===== config.mk =====
export PLATFORM = sky130hd
export DESIGN_NAME = cfg_par_master
export DESIGN_NICKNAME = d
export VERILOG_FILES = /design/src/rtl/cfg_par_pkg.sv /design/src/rtl/cfg_timer.sv /design/src/rtl/cfg_hit_counter.sv /design/src/rtl/cfg_par_master.sv
export SDC_FILE = /design/constraint.sdc
export NUM_CORES = 1
export LEC_CHECK = 0
export BUFFER_PORTS_ARGS = -buffer_cell sky130_fd_sc_hd__buf_2
export CORE_AREA = 2 2 83 85
export CTS_CLUSTER_DIAMETER = 80
export DETAILED_ROUTE_END_ITERATION = 6
export DIE_AREA = 0 0 85 87
export PLACE_DENSITY = 0.93
export SLEW_MARGIN = 20
export SYNTH_ARGS = -nofsm -noshare
export SYNTH_HDL_FRONTEND = slang
export SYNTH_SLANG_ARGS = --single-unit

===== constraint.sdc =====
create_clock -name clk -period 5.1 [get_ports clk]
set_clock_uncertainty 0.15 [all_clocks]
set_input_delay 0.51 -clock clk [delete_from_list [all_inputs] [get_ports clk]]
set_output_delay 0.51 -clock clk [all_outputs]
set_load 0.03 [all_outputs]

===== src/rtl/cfg_par_pkg.sv =====
// Shared state encoding and constants for the byte-wide configuration loader.
package cfg_par_pkg;

    typedef enum logic [4:0] {
        S_IDLE,
        S_PROG,
        S_CLR,
        S_PAUSE,
        S_CHK,
        S_WLOW,
        S_WHIGH,
        S_WBUSY,
        S_TAIL,
        S_FCHK,
        S_FLOW,
        S_FHIGH,
        S_RSEL,
        S_RCHK,
        S_RLOW,
        S_RHIGH,
        S_RWAIT,
        S_REND,
        S_XLOW,
        S_XHIGH,
        S_OK,
        S_ABORT
    } cfg_state_e;

    localparam logic [7:0] FILL_BYTE = 8'hFF;

endpackage


===== src/rtl/cfg_timer.sv =====
// Down-counting wait limit. Loading sets the count; it then decrements to
// zero and reports expiry. Assumes the owner loads it before each wait.
module cfg_timer #(
    parameter int W = 8
) (
    input  logic         clk,
    input  logic         rst_n,
    input  logic         load,
    input  logic [W-1:0] load_val,
    output logic         expired
);

    logic [W-1:0] cnt;

    // Load or count down toward zero.
    always_ff @(posedge clk) begin
        if (!rst_n) begin
            cnt <= '0;
        end else if (load) begin
            cnt <= load_val;
        end else if (cnt != '0) begin
            cnt <= cnt - 1'b1;
        end
    end

    assign expired = (cnt == '0);

endmodule


===== src/rtl/cfg_hit_counter.sv =====
// Counts completion observations and saturates. full is high once NEED
// observations have been recorded. Assumes clr precedes each use.
module cfg_hit_counter #(
    parameter int NEED = 8,
    parameter int W    = 4
) (
    input  logic clk,
    input  logic rst_n,
    input  logic clr,
    input  logic inc,
    output logic full
);

    logic [W-1:0] cnt;

    // Clear, or increment while below the target.
    always_ff @(posedge clk) begin
        if (!rst_n) begin
            cnt <= '0;
        end else if (clr) begin
            cnt <= '0;
        end else if (inc && !full) begin
            cnt <= cnt + 1'b1;
        end
    end

    assign full = (cnt >= W'(NEED));

endmodule


===== src/rtl/cfg_par_master.sv =====
// Byte-wide configuration port master. In load mode it runs the program /
// init handshake, streams bytes with busy throttling, then clocks filler
// bytes until completion. In readback mode it clocks bytes out of the
// target into a valid/ready consumer. All waits are bounded by cycle-count
// limits. Assumes target status inputs are already synchronous to clk.
module cfg_par_master
    import cfg_par_pkg::*;
#(
    parameter int CNT_W     = 16,
    parameter int INIT_TO   = 25_000_000,
    parameter int BUSY_TO   = 250_000,
    parameter int CFG_TO    = 10_000_000,
    parameter int PAUSE_CYC = 500_000,
    parameter int DONE_HITS = 8
) (
    input  logic             clk,
    input  logic             rst_n,
    input  logic             start,
    input  logic             rd_mode,
    input  logic [CNT_W-1:0] byte_cnt,
    input  logic [7:0]       wr_data,
    input  logic             wr_valid,
    output logic             wr_ready,
    output logic [7:0]       rd_data,
    output logic             rd_valid,
    input  logic             rd_ready,
    output logic             ok_o,
    output logic             fail_o,
    output logic             abort_o,
    output logic             prog_o,
    output logic             cclk_o,
    output logic             cs_o,
    output logic             wr_o,
    output logic [7:0]       d_out,
    output logic             d_oe,
    input  logic [7:0]       d_in,
    input  logic             init_i,
    input  logic             busy_i,
    input  logic             done_i
);

    localparam int MAX_A  = (INIT_TO > BUSY_TO) ? INIT_TO : BUSY_TO;
    localparam int MAX_B  = (CFG_TO > PAUSE_CYC) ? CFG_TO : PAUSE_CYC;
    localparam int MAX_TO = (MAX_A > MAX_B) ? MAX_A : MAX_B;
    localparam int TMR_W  = $clog2(MAX_TO + 1);
    localparam int HIT_W  = $clog2(DONE_HITS + 1);

    cfg_state_e         state, nxt;
    logic [CNT_W-1:0]   remain;
    logic [7:0]         dq, rdq;
    logic               rdv, ok_q, fail_q, oe_q;
    logic               tmr_load, tmr_exp;
    logic [TMR_W-1:0]   tmr_val;
    logic               hit_clr, hit_inc, hit_full;
    logic               take_wr, rem_zero, done_seen;

    assign rem_zero  = (remain == '0);
    assign done_seen = done_i && !init_i;
    assign take_wr   = (state == S_CHK) && !done_i && !rem_zero && !init_i && wr_valid;

    cfg_timer #(.W(TMR_W)) u_tmr (
        .clk      (clk),
        .rst_n    (rst_n),
        .load     (tmr_load),
        .load_val (tmr_val),
        .expired  (tmr_exp)
    );

    cfg_hit_counter #(.NEED(DONE_HITS), .W(HIT_W)) u_hits (
        .clk   (clk),
        .rst_n (rst_n),
        .clr   (hit_clr),
        .inc   (hit_inc),
        .full  (hit_full)
    );

    // Next-state selection plus timer and counter controls.
    always_comb begin
        nxt      = state;
        tmr_load = 1'b0;
        tmr_val  = TMR_W'(INIT_TO);
        hit_clr  = 1'b0;
        hit_inc  = 1'b0;
        unique case (state)
            S_IDLE: begin
                if (start) begin
                    nxt      = rd_mode ? S_RSEL : S_PROG;
                    tmr_load = 1'b1;
                end
            end
            S_PROG: begin
                if (init_i) begin
                    nxt      = S_CLR;
                    tmr_load = 1'b1;
                end else if (tmr_exp) begin
                    nxt = S_ABORT;
                end
            end
            S_CLR: begin
                if (!(init_i && busy_i)) begin
                    nxt      = S_PAUSE;
                    tmr_load = 1'b1;
                    tmr_val  = TMR_W'(PAUSE_CYC);
                end else if (tmr_exp) begin
                    nxt = S_ABORT;
                end
            end
            S_PAUSE: begin
                if (tmr_exp) nxt = S_CHK;
            end
            S_CHK: begin
                if (done_i || rem_zero) nxt = S_TAIL;
                else if (init_i)        nxt = S_ABORT;
                else if (wr_valid)      nxt = S_WLOW;
            end
            S_WLOW:  nxt = S_WHIGH;
            S_WHIGH: begin
                nxt      = S_WBUSY;
                tmr_load = 1'b1;
                tmr_val  = TMR_W'(BUSY_TO);
            end
            S_WBUSY: begin
                if (!busy_i)      nxt = S_CHK;
                else if (tmr_exp) nxt = S_ABORT;
            end
            S_TAIL: begin
                nxt      = S_FCHK;
                tmr_load = 1'b1;
                tmr_val  = TMR_W'(CFG_TO);
                hit_clr  = 1'b1;
            end
            S_FCHK: begin
                if (done_seen && hit_full) begin
                    nxt = S_OK;
                end else if (tmr_exp) begin
                    nxt = S_ABORT;
                end else begin
                    nxt     = S_FLOW;
                    hit_inc = done_seen;
                end
            end
            S_FLOW:  nxt = S_FHIGH;
            S_FHIGH: nxt = S_FCHK;
            S_RSEL:  nxt = S_RCHK;
            S_RCHK:  nxt = rem_zero ? S_REND : S_RLOW;
            S_RLOW:  nxt = S_RHIGH;
            S_RHIGH: nxt = S_RWAIT;
            S_RWAIT: begin
                if (rd_ready) nxt = S_RCHK;
            end
            S_REND:  nxt = S_XLOW;
            S_XLOW:  nxt = S_XHIGH;
            S_XHIGH: nxt = S_OK;
            S_OK:    nxt = S_IDLE;
            S_ABORT: nxt = S_IDLE;
            default: nxt = S_IDLE;
        endcase
    end

    // State register.
    always_ff @(posedge clk) begin
        if (!rst_n) state <= S_IDLE;
        else        state <= nxt;
    end

    // Remaining byte count: loaded at launch, decremented per byte moved.
    always_ff @(posedge clk) begin
        if (!rst_n) begin
            remain <= '0;
        end else if (state == S_IDLE && start) begin
            remain <= byte_cnt;
        end else if (take_wr || state == S_RHIGH) begin
            remain <= remain - 1'b1;
        end
    end

    // Outgoing bus value: stream byte on acceptance, filler at stream end.
    always_ff @(posedge clk) begin
        if (!rst_n) begin
            dq <= '0;
        end else if (take_wr) begin
            dq <= wr_data;
        end else if (state == S_TAIL) begin
            dq <= FILL_BYTE;
        end
    end

    // Readback capture register and its offer flag.
    always_ff @(posedge clk) begin
        if (!rst_n) begin
            rdq <= '0;
            rdv <= 1'b0;
        end else if (state == S_RHIGH) begin
            rdq <= d_in;
            rdv <= 1'b1;
        end else if (state == S_RWAIT && rd_ready) begin
            rdv <= 1'b0;
        end
    end

    // Held outcome flags, cleared by a new launch.
    always_ff @(posedge clk) begin
        if (!rst_n) begin
            ok_q   <= 1'b0;
            fail_q <= 1'b0;
        end else if (state == S_IDLE && start) begin
            ok_q   <= 1'b0;
            fail_q <= 1'b0;
        end else if (state == S_OK) begin
            ok_q <= 1'b1;
        end else if (state == S_ABORT) begin
            fail_q <= 1'b1;
        end
    end

    // Bus drive enable: on at a load launch, off at the end; chip-select low both times.
    always_ff @(posedge clk) begin
        if (!rst_n) begin
            oe_q <= 1'b0;
        end else if (state == S_IDLE && start) begin
            oe_q <= !rd_mode;
        end else if (state == S_OK || state == S_ABORT) begin
            oe_q <= 1'b0;
        end
    end

    // Pin levels decoded from state.
    always_comb begin
        prog_o = (state == S_PROG);
        cclk_o = !(state inside {S_WLOW, S_FLOW, S_RLOW, S_XLOW});
        wr_o   = state inside {S_PAUSE, S_CHK, S_WLOW, S_WHIGH, S_WBUSY};
        cs_o   = wr_o || (state inside {S_RSEL, S_RCHK, S_RLOW, S_RHIGH, S_RWAIT});
    end

    assign wr_ready = take_wr;
    assign rd_data  = rdq;
    assign rd_valid = rdv;
    assign ok_o     = ok_q;
    assign fail_o   = fail_q;
    assign abort_o  = (state == S_ABORT);
    assign d_out    = dq;
    assign d_oe     = oe_q;

endmodule


==> results of run 1 <==
-- power by group through the flow --
stage,clock (mW),combinational (mW),sequential (mW)
final,0.403,1.20,0.914
after global placement,0,1.13,0.903
after detailed placement,0,1.17,0.915
after floorplan,0,0.942,0.870
after CTS,0.406,1.18,0.904
after global routing,0.429,1.33,0.938
-- flip-flops by register name, indices dropped and copies added, names as in the netlist --
name and count:
u_tmr.cnt 25, remain 16, d_out 8, rd_data 8, state 5, u_hits.cnt 4, d_oe 1, fail_o 1
ok_o 1, rd_valid 1
-- per-stage QoR --
step                total power, mW  area (um^2)
global placement               2.03         4220
finish                         2.52         4390
global route                   2.70         4390
floorplan                      1.81         3890
CTS                            2.49         4390
detailed placement             2.09         4220
-- kinds of logic (layout without fill, tap and decap cells) --
family	Yosys count	count (layout)	synth area share (%)
and+or+nand+nor	239	239	31.8
muxes	3	3	0.771
adders and majority gates	4	4	1.28
DFF	70	70	36.0
buffers and inverters	39	92	3.82
xor gates and xnor gates	36	36	8.10
AOI/OAI and AO/OA	118	118	18.2
-- worst max-delay path, cell delays in order, from the launching register on --
cell,delay [ps]
dfxtp_1,800
nor3b_1,550
nand3_1,220
or2_2,430
clkinv_1,190
buf_2,230
-- routing by layer --
metal | up-vias | track usage (%) | part of all wire [%]
met4 | 0 | 11.4 | 2.2
met1 | 1805 | 33.0 | 41
met5 | - | 0 | 0
met2 | 194 | 45.2 | 49
met3 | 25 | 6.92 | 8.1
li1 | 1907 | - | -
-- worst min path at each step --
stage / from / endpoint / cells past startpoint
finish: byte_cnt[1] / remain[1] / 3
global route: byte_cnt[1] / remain[1] / 3
CTS: byte_cnt[1] / remain[1] / 3
detailed placement: ok_o / ok_o / 2
global placement: fail_o / fail_o / 2
floorplan: u_hits.cnt[3] / u_hits.cnt[3] / 2
-- cell usage in the layout (no fill, tap or decap), types with 9 or more instances in the layout --
master    netlist  layout
nand2_1        48      48
o21ai_0        34      33
clkbuf_8        0       9
nand2b_1        9       9
nand4_1        10      10
buf_2           2      66
xnor2_1        16      16
o21a_1          9       9
xor2_1         20      20
nor2_1         62      62
a21boi_0        9       9
nand3_1        11      11
nor3b_1        12      12
dfxtp_1        70      70
nor3_1         24      24
a21oi_1        37      37
nor4_1         12      12
-- final cells by class --
cell class	instances	area, um^2	share of cell area, %
Clock inverter	7	47.5	1.08
Inverter	8	30.0	0.684
Clock buffer	9	124	2.82
Tap cell	80	100	2.28
Multi-Input combinational cell	400	2340	53.4
Timing Repair Buffer	68	345	7.86
Sequential cell	70	1400	31.9
==> run metrics, run 1 <==
via count 3931; Post-Route WL 9720 um; syn_nets 554; clk_lat worst skew 350 ps; fin crit period 3440 ps; CTS tree yes; Fmax 291 MHz; setup ws final 1660 ps; filler cell count 507; Area growth syn-to-layout 12.8%; Setup crit end wr_ready; Final Util 66.9%; gr usage total 27.0%; Place WS 1960 ps; post-synth top area share 36.0%; RSZ-0062 raised after global routing no; Main synth FF type dfxtp_1; Num CTS Buffers 9; status finished, final reports clean; syn_area_per_cell 7.65 um^2; Flop pwr share 36.3%; number of global-route vias before repair 3630; clock network power share 16.0%; final number of setup-violating endpoints 0; Max clock buf depth 2; CTS H-tree depth 3; Gate power share 47.7%; Inserted Diodes 0; Critical Path AT 2780 ps; post_cts resized 0; global-route wire length before repair 16300 um; top post-synthesis cells by area dfxtp_1 (36%), nor2_1 (6.0%), a21oi_1 (4.8%); Worst Setup Path Type reg2out; reg2reg start state[2]; port bufs 66; Final Net Count 602; Post-synth EDFFs 0; Power Internal 1.37 mW; postcts setup bufs 0; Post-Syn Area 3890 um^2; Worst Reg-to-Reg Cells 6; WL/cell 15.1 um; clk sink count 70; post-detail-place hpwl 6790 um; initial core utilization 59.3%; Clock Pin Slew Worst Setup and Hold Paths 80 ps; # DRC 0; Seq/Total Area, Yosys 36.0%; Die X 85 um; R2R Setup Slk 2120 ps; Commonest cells post-synth dfxtp_1 (70), nor2_1 (62), nand2_1 (48); pwr dens 573 nW/um^2; Net Sw Power 1.15 mW; setup_tns 0 ps; Worst Setup Start Kind register; violation count after the first detailed-routing iteration 486; Hold WS 254 ps; clk root buf clkbuf_8; Slew Viols, Final 0; period utilization 67.5%; crit-path max FO 26; Post-synth ARST share 0%; routability cong. 0.929; max-cap check violation count 0; Setup crit end kind output pin; initial antenna violation count 0; Cell Rows 30; post-route insts no fill 642; Sw Ratio 45.7%; Core ar. 6570 um^2; DRT antenna net count 0; largest net degree at the start of global routing 56; vias per cell 6.12; FF+latch count, synth 70; number of I/O pins 67; # hold bufs at CTS 0; r2r endpoint remain[13]; die area 7400 um^2; Yosys cell types 53; worst hold path class in2reg; Static Leak 1.73 nW; Worst-Margin Slew 864 ps; Post-Synthesis Cells 509; final hold vios 0; share of cells above drive strength 1 16.4%; placed cell count 626; first-pass detailed-route iteration total 5; worst setup path start state[2]; most instantiated library cell after synthesis dfxtp_1; Die Y 87 um; Yosys warnings 0; peak supply drop 0.000296 V; Slew HR 42.3%; post-synth top area cell dfxtp_1; global route total overflow 0; CP Data Required Time 4440 ps
(Power assumes the default switching activity.)
==> run 2, diff against run 1 <==
Settings changed: CORE_AREA 2 2 83 85 to 2 2 87 89, DIE_AREA 0 0 85 87 to 0 0 89 91, PLACE_DENSITY 0.93 to 0.86.
Clock period 5.1 ns to 3.6 ns, I/O delays scaled along.
==> run metrics, run 2 (synthesis gave the netlist of run 1 again) <==
clk sink count 70 (unchanged); via count 3927 (-0.10%); CP Data Required Time 3090 ps (-1350 ps); largest registers u_tmr.cnt x25, remain x16; Hold Crit Start d_in[0]; most common cell after layout, fill and taps aside dfxtp_1; vias per cell 5.90 (-3.7%); Final Net Count 608 (+1.0%); hold endpoint rd_data[0]; # DRC 0 (unchanged); CTS H-tree depth 3 (unchanged); # hold bufs at CTS 0 (unchanged); grt met1 use 32.7% (-0.21 points); Num CTS Buffers 9 (unchanged); number of I/O pins 67 (unchanged); Cells on Worst Hold Path 3 (unchanged); met2 GRT Util 40.5% (-4.7 points); post-route insts no fill 666 (+3.7%); crit-path max FO 9 (-65%); worst hold path class in2reg; post_cts resized 0 (unchanged); final hold vios 0 (unchanged); status finished, final reports clean; Core ar. 7140 um^2 (+8.6%); port bufs 66 (unchanged); Critical Path AT 2640 ps (-140 ps); CTS tree yes; Worst Setup Start Kind register; Slew Viols, Final 0 (unchanged); Max clock buf depth 2 (unchanged); Clock Pin Slew Worst Setup and Hold Paths 80 ps (about the same); Slew HR 31.7% (-11 points); global route total overflow 0 (unchanged); Hold WS 102 ps (-152 ps); first-pass detailed-route iteration total 5 (unchanged); Area growth syn-to-layout 14.4%; most used cells in the layout excluding fill and tap cells dfxtp_1 (70), buf_2 (66), nor2_1 (62); period utilization 87.5%; r2r endpoint u_tmr.cnt[7]; WL/cell 14.7 um (-3.2%); initial antenna violation count 0 (unchanged); Setup crit end kind output pin; Post-Route WL 9770 um (+0.42%); total power 3.57 mW (+42%); Inserted Diodes 0 (unchanged); gr usage total 25.4% (-1.6 points); Cell Rows 31 (+3.3%); Die X 89 um (+4.7%); Worst-Margin Slew 1020 ps (+155 ps); setup_tns 0 ps (unchanged); routability cong. 1.01 (+8.7%); R2R Setup Slk 840 ps (-1280 ps); largest register by flop count u_tmr.cnt; clk root buf clkbuf_8; die area 8100 um^2 (+9.5%); postcts setup bufs 0 (unchanged); Largest register FFs 25 (unchanged); post-detail-place hpwl 6970 um (+2.6%); initial core utilization 54.6% (-4.7 points); Die Y 91 um (+4.6%); placed cell count 651 (+4.0%); worst setup path start remain[0]; max-cap check violation count 0 (unchanged); peak supply drop 0.000369 V (+25%); clk_lat worst skew 350 ps (about the same); GR peak layer met2; fin crit period 3150 ps; filler cell count 634 (+25%); Worst Reg-to-Reg Cells 5 (-1); number of global-route vias before repair 3707 (+2.1%); global-route wire length before repair 16600 um (+1.8%); Worst Setup Path Type reg2out; Static Leak 1.76 nW (+1.7%); largest net degree at the start of global routing 34 (-39%); violation count after the first detailed-routing iteration 381 (-22%); DRT antenna net count 0 (unchanged); reg2reg start state[0]; RSZ-0062 raised after global routing no; Fmax 318 MHz; met3 Use GR 4.91% (-2.0 points); final number of setup-violating endpoints 0 (unchanged); share of cells above drive strength 1 17.1% (+0.74 points); pwr dens 802 nW/um^2 (+40%)
==> run 2: stage by stage <==
| stage | setup WS, ps | area (um^2) | utilization (%) |
|---|---|---|---|
| after global placement | 735 | 4290 | 60.1 |
| final | 452 | 4450 | 62.4 |
| after CTS | 471 | 4450 | 62.4 |
| after detailed placement | 719 | 4290 | 60.1 |
| after global routing | 264 | 4450 | 62.4 |
| after floorplan | 1020 | 3890 | - |
==> run 2: final cells by class <==
| cell class | count | area (um^2) | area share (%) |
|---|---|---|---|
| repair buffers | 74 | 390 | 8.76 |
| flip-flops and latches | 70 | 1400 | 31.5 |
| multi-input cells | 400 | 2340 | 52.6 |
| inverters | 8 | 30.0 | 0.674 |
| well taps | 99 | 124 | 2.78 |
| clock buffers | 9 | 124 | 2.78 |
| clock inverters | 6 | 40.0 | 0.899 |
==> run 2: power by group <==
part           internal [mW]  switching, mW
registers               1.00          0.239
logic                  0.709           1.07
clock network          0.244          0.308
==> run 2: worst max-delay path by stage <==
| stage | endpoint | cells past startpoint |
|---|---|---|
| final | wr_ready | 7 |
| after global routing | wr_ready | 7 |
| after CTS | wr_ready | 7 |
| after detailed placement | remain[6] | 6 |
| after global placement | remain[7] | 6 |
| after floorplan | d_out[0] | 10 |
==> run 2: critical path: stages (launching register included) <==
cell and delay [ps]:
dfxtp_1 340, inv_1 90, ha_1 280, nor4b_1 330, and4_1 420, or2_2 300, clkinv_1 260, buf_2 260
==> run 2: routing by layer <==
layer | wire length, um | vias up
met1 | 4290 | 1826
met5 | 0 | -
met4 | 323 | 0
met3 | 500 | 34
met2 | 4650 | 150
li1 | - | 1917
==> run 3, diff against run 2 <==
Settings changed: CORE_AREA 2 2 87 89 to 2 2 83 85, CTS_CLUSTER_SIZE set to 20, DIE_AREA 0 0 89 91 to 0 0 85 87, PLACE_DENSITY 0.86 to 0.93, RECOVER_POWER set to 25.
Clock period 3.6 ns to 3.99 ns, I/O delays scaled along.
==> run metrics, run 3 (synthesis gave the netlist of run 1 again) <==
share of cells above drive strength 1 12.8% (-4.3 points); design area 4380 um^2 (-1.6%); number of global-route vias before repair 3701 (-0.16%); global route total overflow 0 (unchanged); final number of setup-violating endpoints 0 (unchanged); Post-Route WL 9890 um (+1.3%); clock network power share 16.6% (+1.2 points); Num CTS Buffers 9 (unchanged); most used cells in the layout excluding fill and tap cells dfxtp_1 (70), nor2_1 (62), nand2_1 (48); Routed met2 length 4760 um (+2.3%); Largest register FFs 25 (unchanged); Sw Ratio 46.0% (+0.67 points); pwr dens 743 nW/um^2 (-7.4%); Worst Setup Path Type reg2out; setup_tns 0 ps (unchanged); Area growth syn-to-layout 12.5%; Hold WS 145 ps (+43.1 ps); Top delay family on crit path simple AND/OR/NAND/NOR gates; routability cong. 0.922 (-8.7%); # hold bufs at CTS 0 (unchanged); Worst Setup Start Kind register; Top Metal Used met4; Routed met1 length 4100 um (-4.3%); WL/cell 15.4 um (+4.9%); worst hold path class in2reg; clk root buf clkbuf_8; gr usage total 27.1% (+1.8 points); RSZ-0062 raised after global routing no; vias per cell 6.17 (+4.7%); Slew Viols, Final 0 (unchanged); die area 7400 um^2 (-8.7%); largest net degree at the start of global routing 56 (+65%); Post-DP Area 4230 um^2 (-1.4%); post_cts resized 0 (unchanged); period utilization 83.0%; via count 3968 (+1.0%); Core ar. 6570 um^2 (-8.0%); largest registers u_tmr.cnt x25, remain x16; CTS H-tree depth 3 (unchanged); CP Data Required Time 3440 ps (+350 ps); Slew HR 18.5% (-13 points); status finished, final reports clean; # DRC 0 (unchanged); Static Leak 1.64 nW (-6.6%); DRT antenna net count 0 (unchanged); Setup crit end kind output pin; biggest cell delay along the critical path 810 ps (+390 ps); clk sink count 70 (unchanged); Worst-Margin Slew 1220 ps (+203 ps); largest register by flop count u_tmr.cnt; initial core utilization 59.3% (+4.7 points); CP cell instances nor3b_1, nand3_1, or2_2, clkinv_1, buf_2; Critical Path AT 2760 ps (+120 ps); max-cap check violation count 0 (unchanged); initial antenna violation count 0 (unchanged); placed cell count 627 (-3.7%); Clock Pin Slew Worst Setup and Hold Paths 80 ps (about the same); WL met3 751 um (+50%); violation count after the first detailed-routing iteration 502 (+32%); Power Internal 1.76 mW (-10%); postcts setup bufs 0 (unchanged); post-detail-place hpwl 6730 um (-3.5%); number of I/O pins 67 (unchanged); Flop pwr share 35.9% (+1.2 points); Net Sw Power 1.50 mW (-7.5%); clk_lat worst skew 360 ps (about the same); Worst path slowest cell dfxtp_1; Fmax 302 MHz; crit-path max FO 26 (+17); peak supply drop 0.000362 V (-1.8%); total power 3.26 mW (-8.8%); Inserted Diodes 0 (unchanged); global-route wire length before repair 16500 um (-0.75%); final hold vios 0 (unchanged); Die X 85 um (-4.5%); fin crit period 3310 ps; CTS tree yes; CP bufs+invs 2 (-1); most common cell after layout, fill and taps aside dfxtp_1; post-route insts no fill 643 (-3.5%); Final Net Count 603 (-0.82%); port bufs 66 (unchanged); first-pass detailed-route iteration total 5 (unchanged); Die Y 87 um (-4.4%); Gate power share 47.6% (-2.3 points); Cell Rows 30 (-3.2%); Max clock buf depth 2 (unchanged)
## run 3: cell count changes in the layout (fill, tap and decap cells not counted), moves of 2 or more
cell	previous run	this run
clkinvlp_4	1	3
clkbuf_1	0	21
clkinv_2	3	1
buf_2	66	46
buf_4	8	2
## run 3: cell type report
class	instances	area (um^2)
Inverter	8	30.0
Multi-Input combinational cell	400	2340
Clock inverter	6	45.0
Sequential cell	70	1400
Tap cell	80	100
Clock buffer	10	138
Fill cell	534	2190
Timing Repair Buffer	69	324
## run 3: through the flow
stage | setup WS (ps) | utilization, %
global route | 488 | 66.7
CTS | 739 | 67.2
floorplan | 1410 | -
finish | 679 | 66.7
detailed placement | 843 | 64.4
global placement | 1010 | 64.4
## run 3: layer usage
| metal | global-route usage [%] | vias up |
|---|---|---|
| li1 | - | 1909 |
| met1 | 33.5 | 1833 |
| met2 | 45.5 | 191 |
| met3 | 6.07 | 35 |
| met4 | 12.0 | 0 |
| met5 | 0 | - |
## run 3: power by group through the flow
| stage | Sequential [mW] | Combinational, mW | Clock, mW |
|---|---|---|---|
| 2_1_floorplan | 1.11 | 1.20 | 0 |
| 3_3_place_gp | 1.16 | 1.46 | 0 |
| 3_5_place_dp | 1.17 | 1.51 | 0 |
| 4_1_cts | 1.16 | 1.54 | 0.538 |
| 5_1_grt | 1.20 | 1.71 | 0.571 |
| 6_report | 1.17 | 1.55 | 0.539 |
## run 3: final timing paths
kind / to / depth (start not counted) / slack (ps) / startpoint
max: wr_ready / 5 / 680 / state[2]
min reg2reg: rd_data[6] / 2 / 320 / rd_data[6]
max reg2reg: remain[11] / 6 / 1000 / state[2]
min: rd_data[7] / 3 / 150 / d_in[7]
## run 3: tightest hold or removal path: cells and delay by family
family	cells	cell delay, ps
buffers and inverters	1	90
AOI/OAI and AO/OA	1	60
and+or+nand+nor	1	40
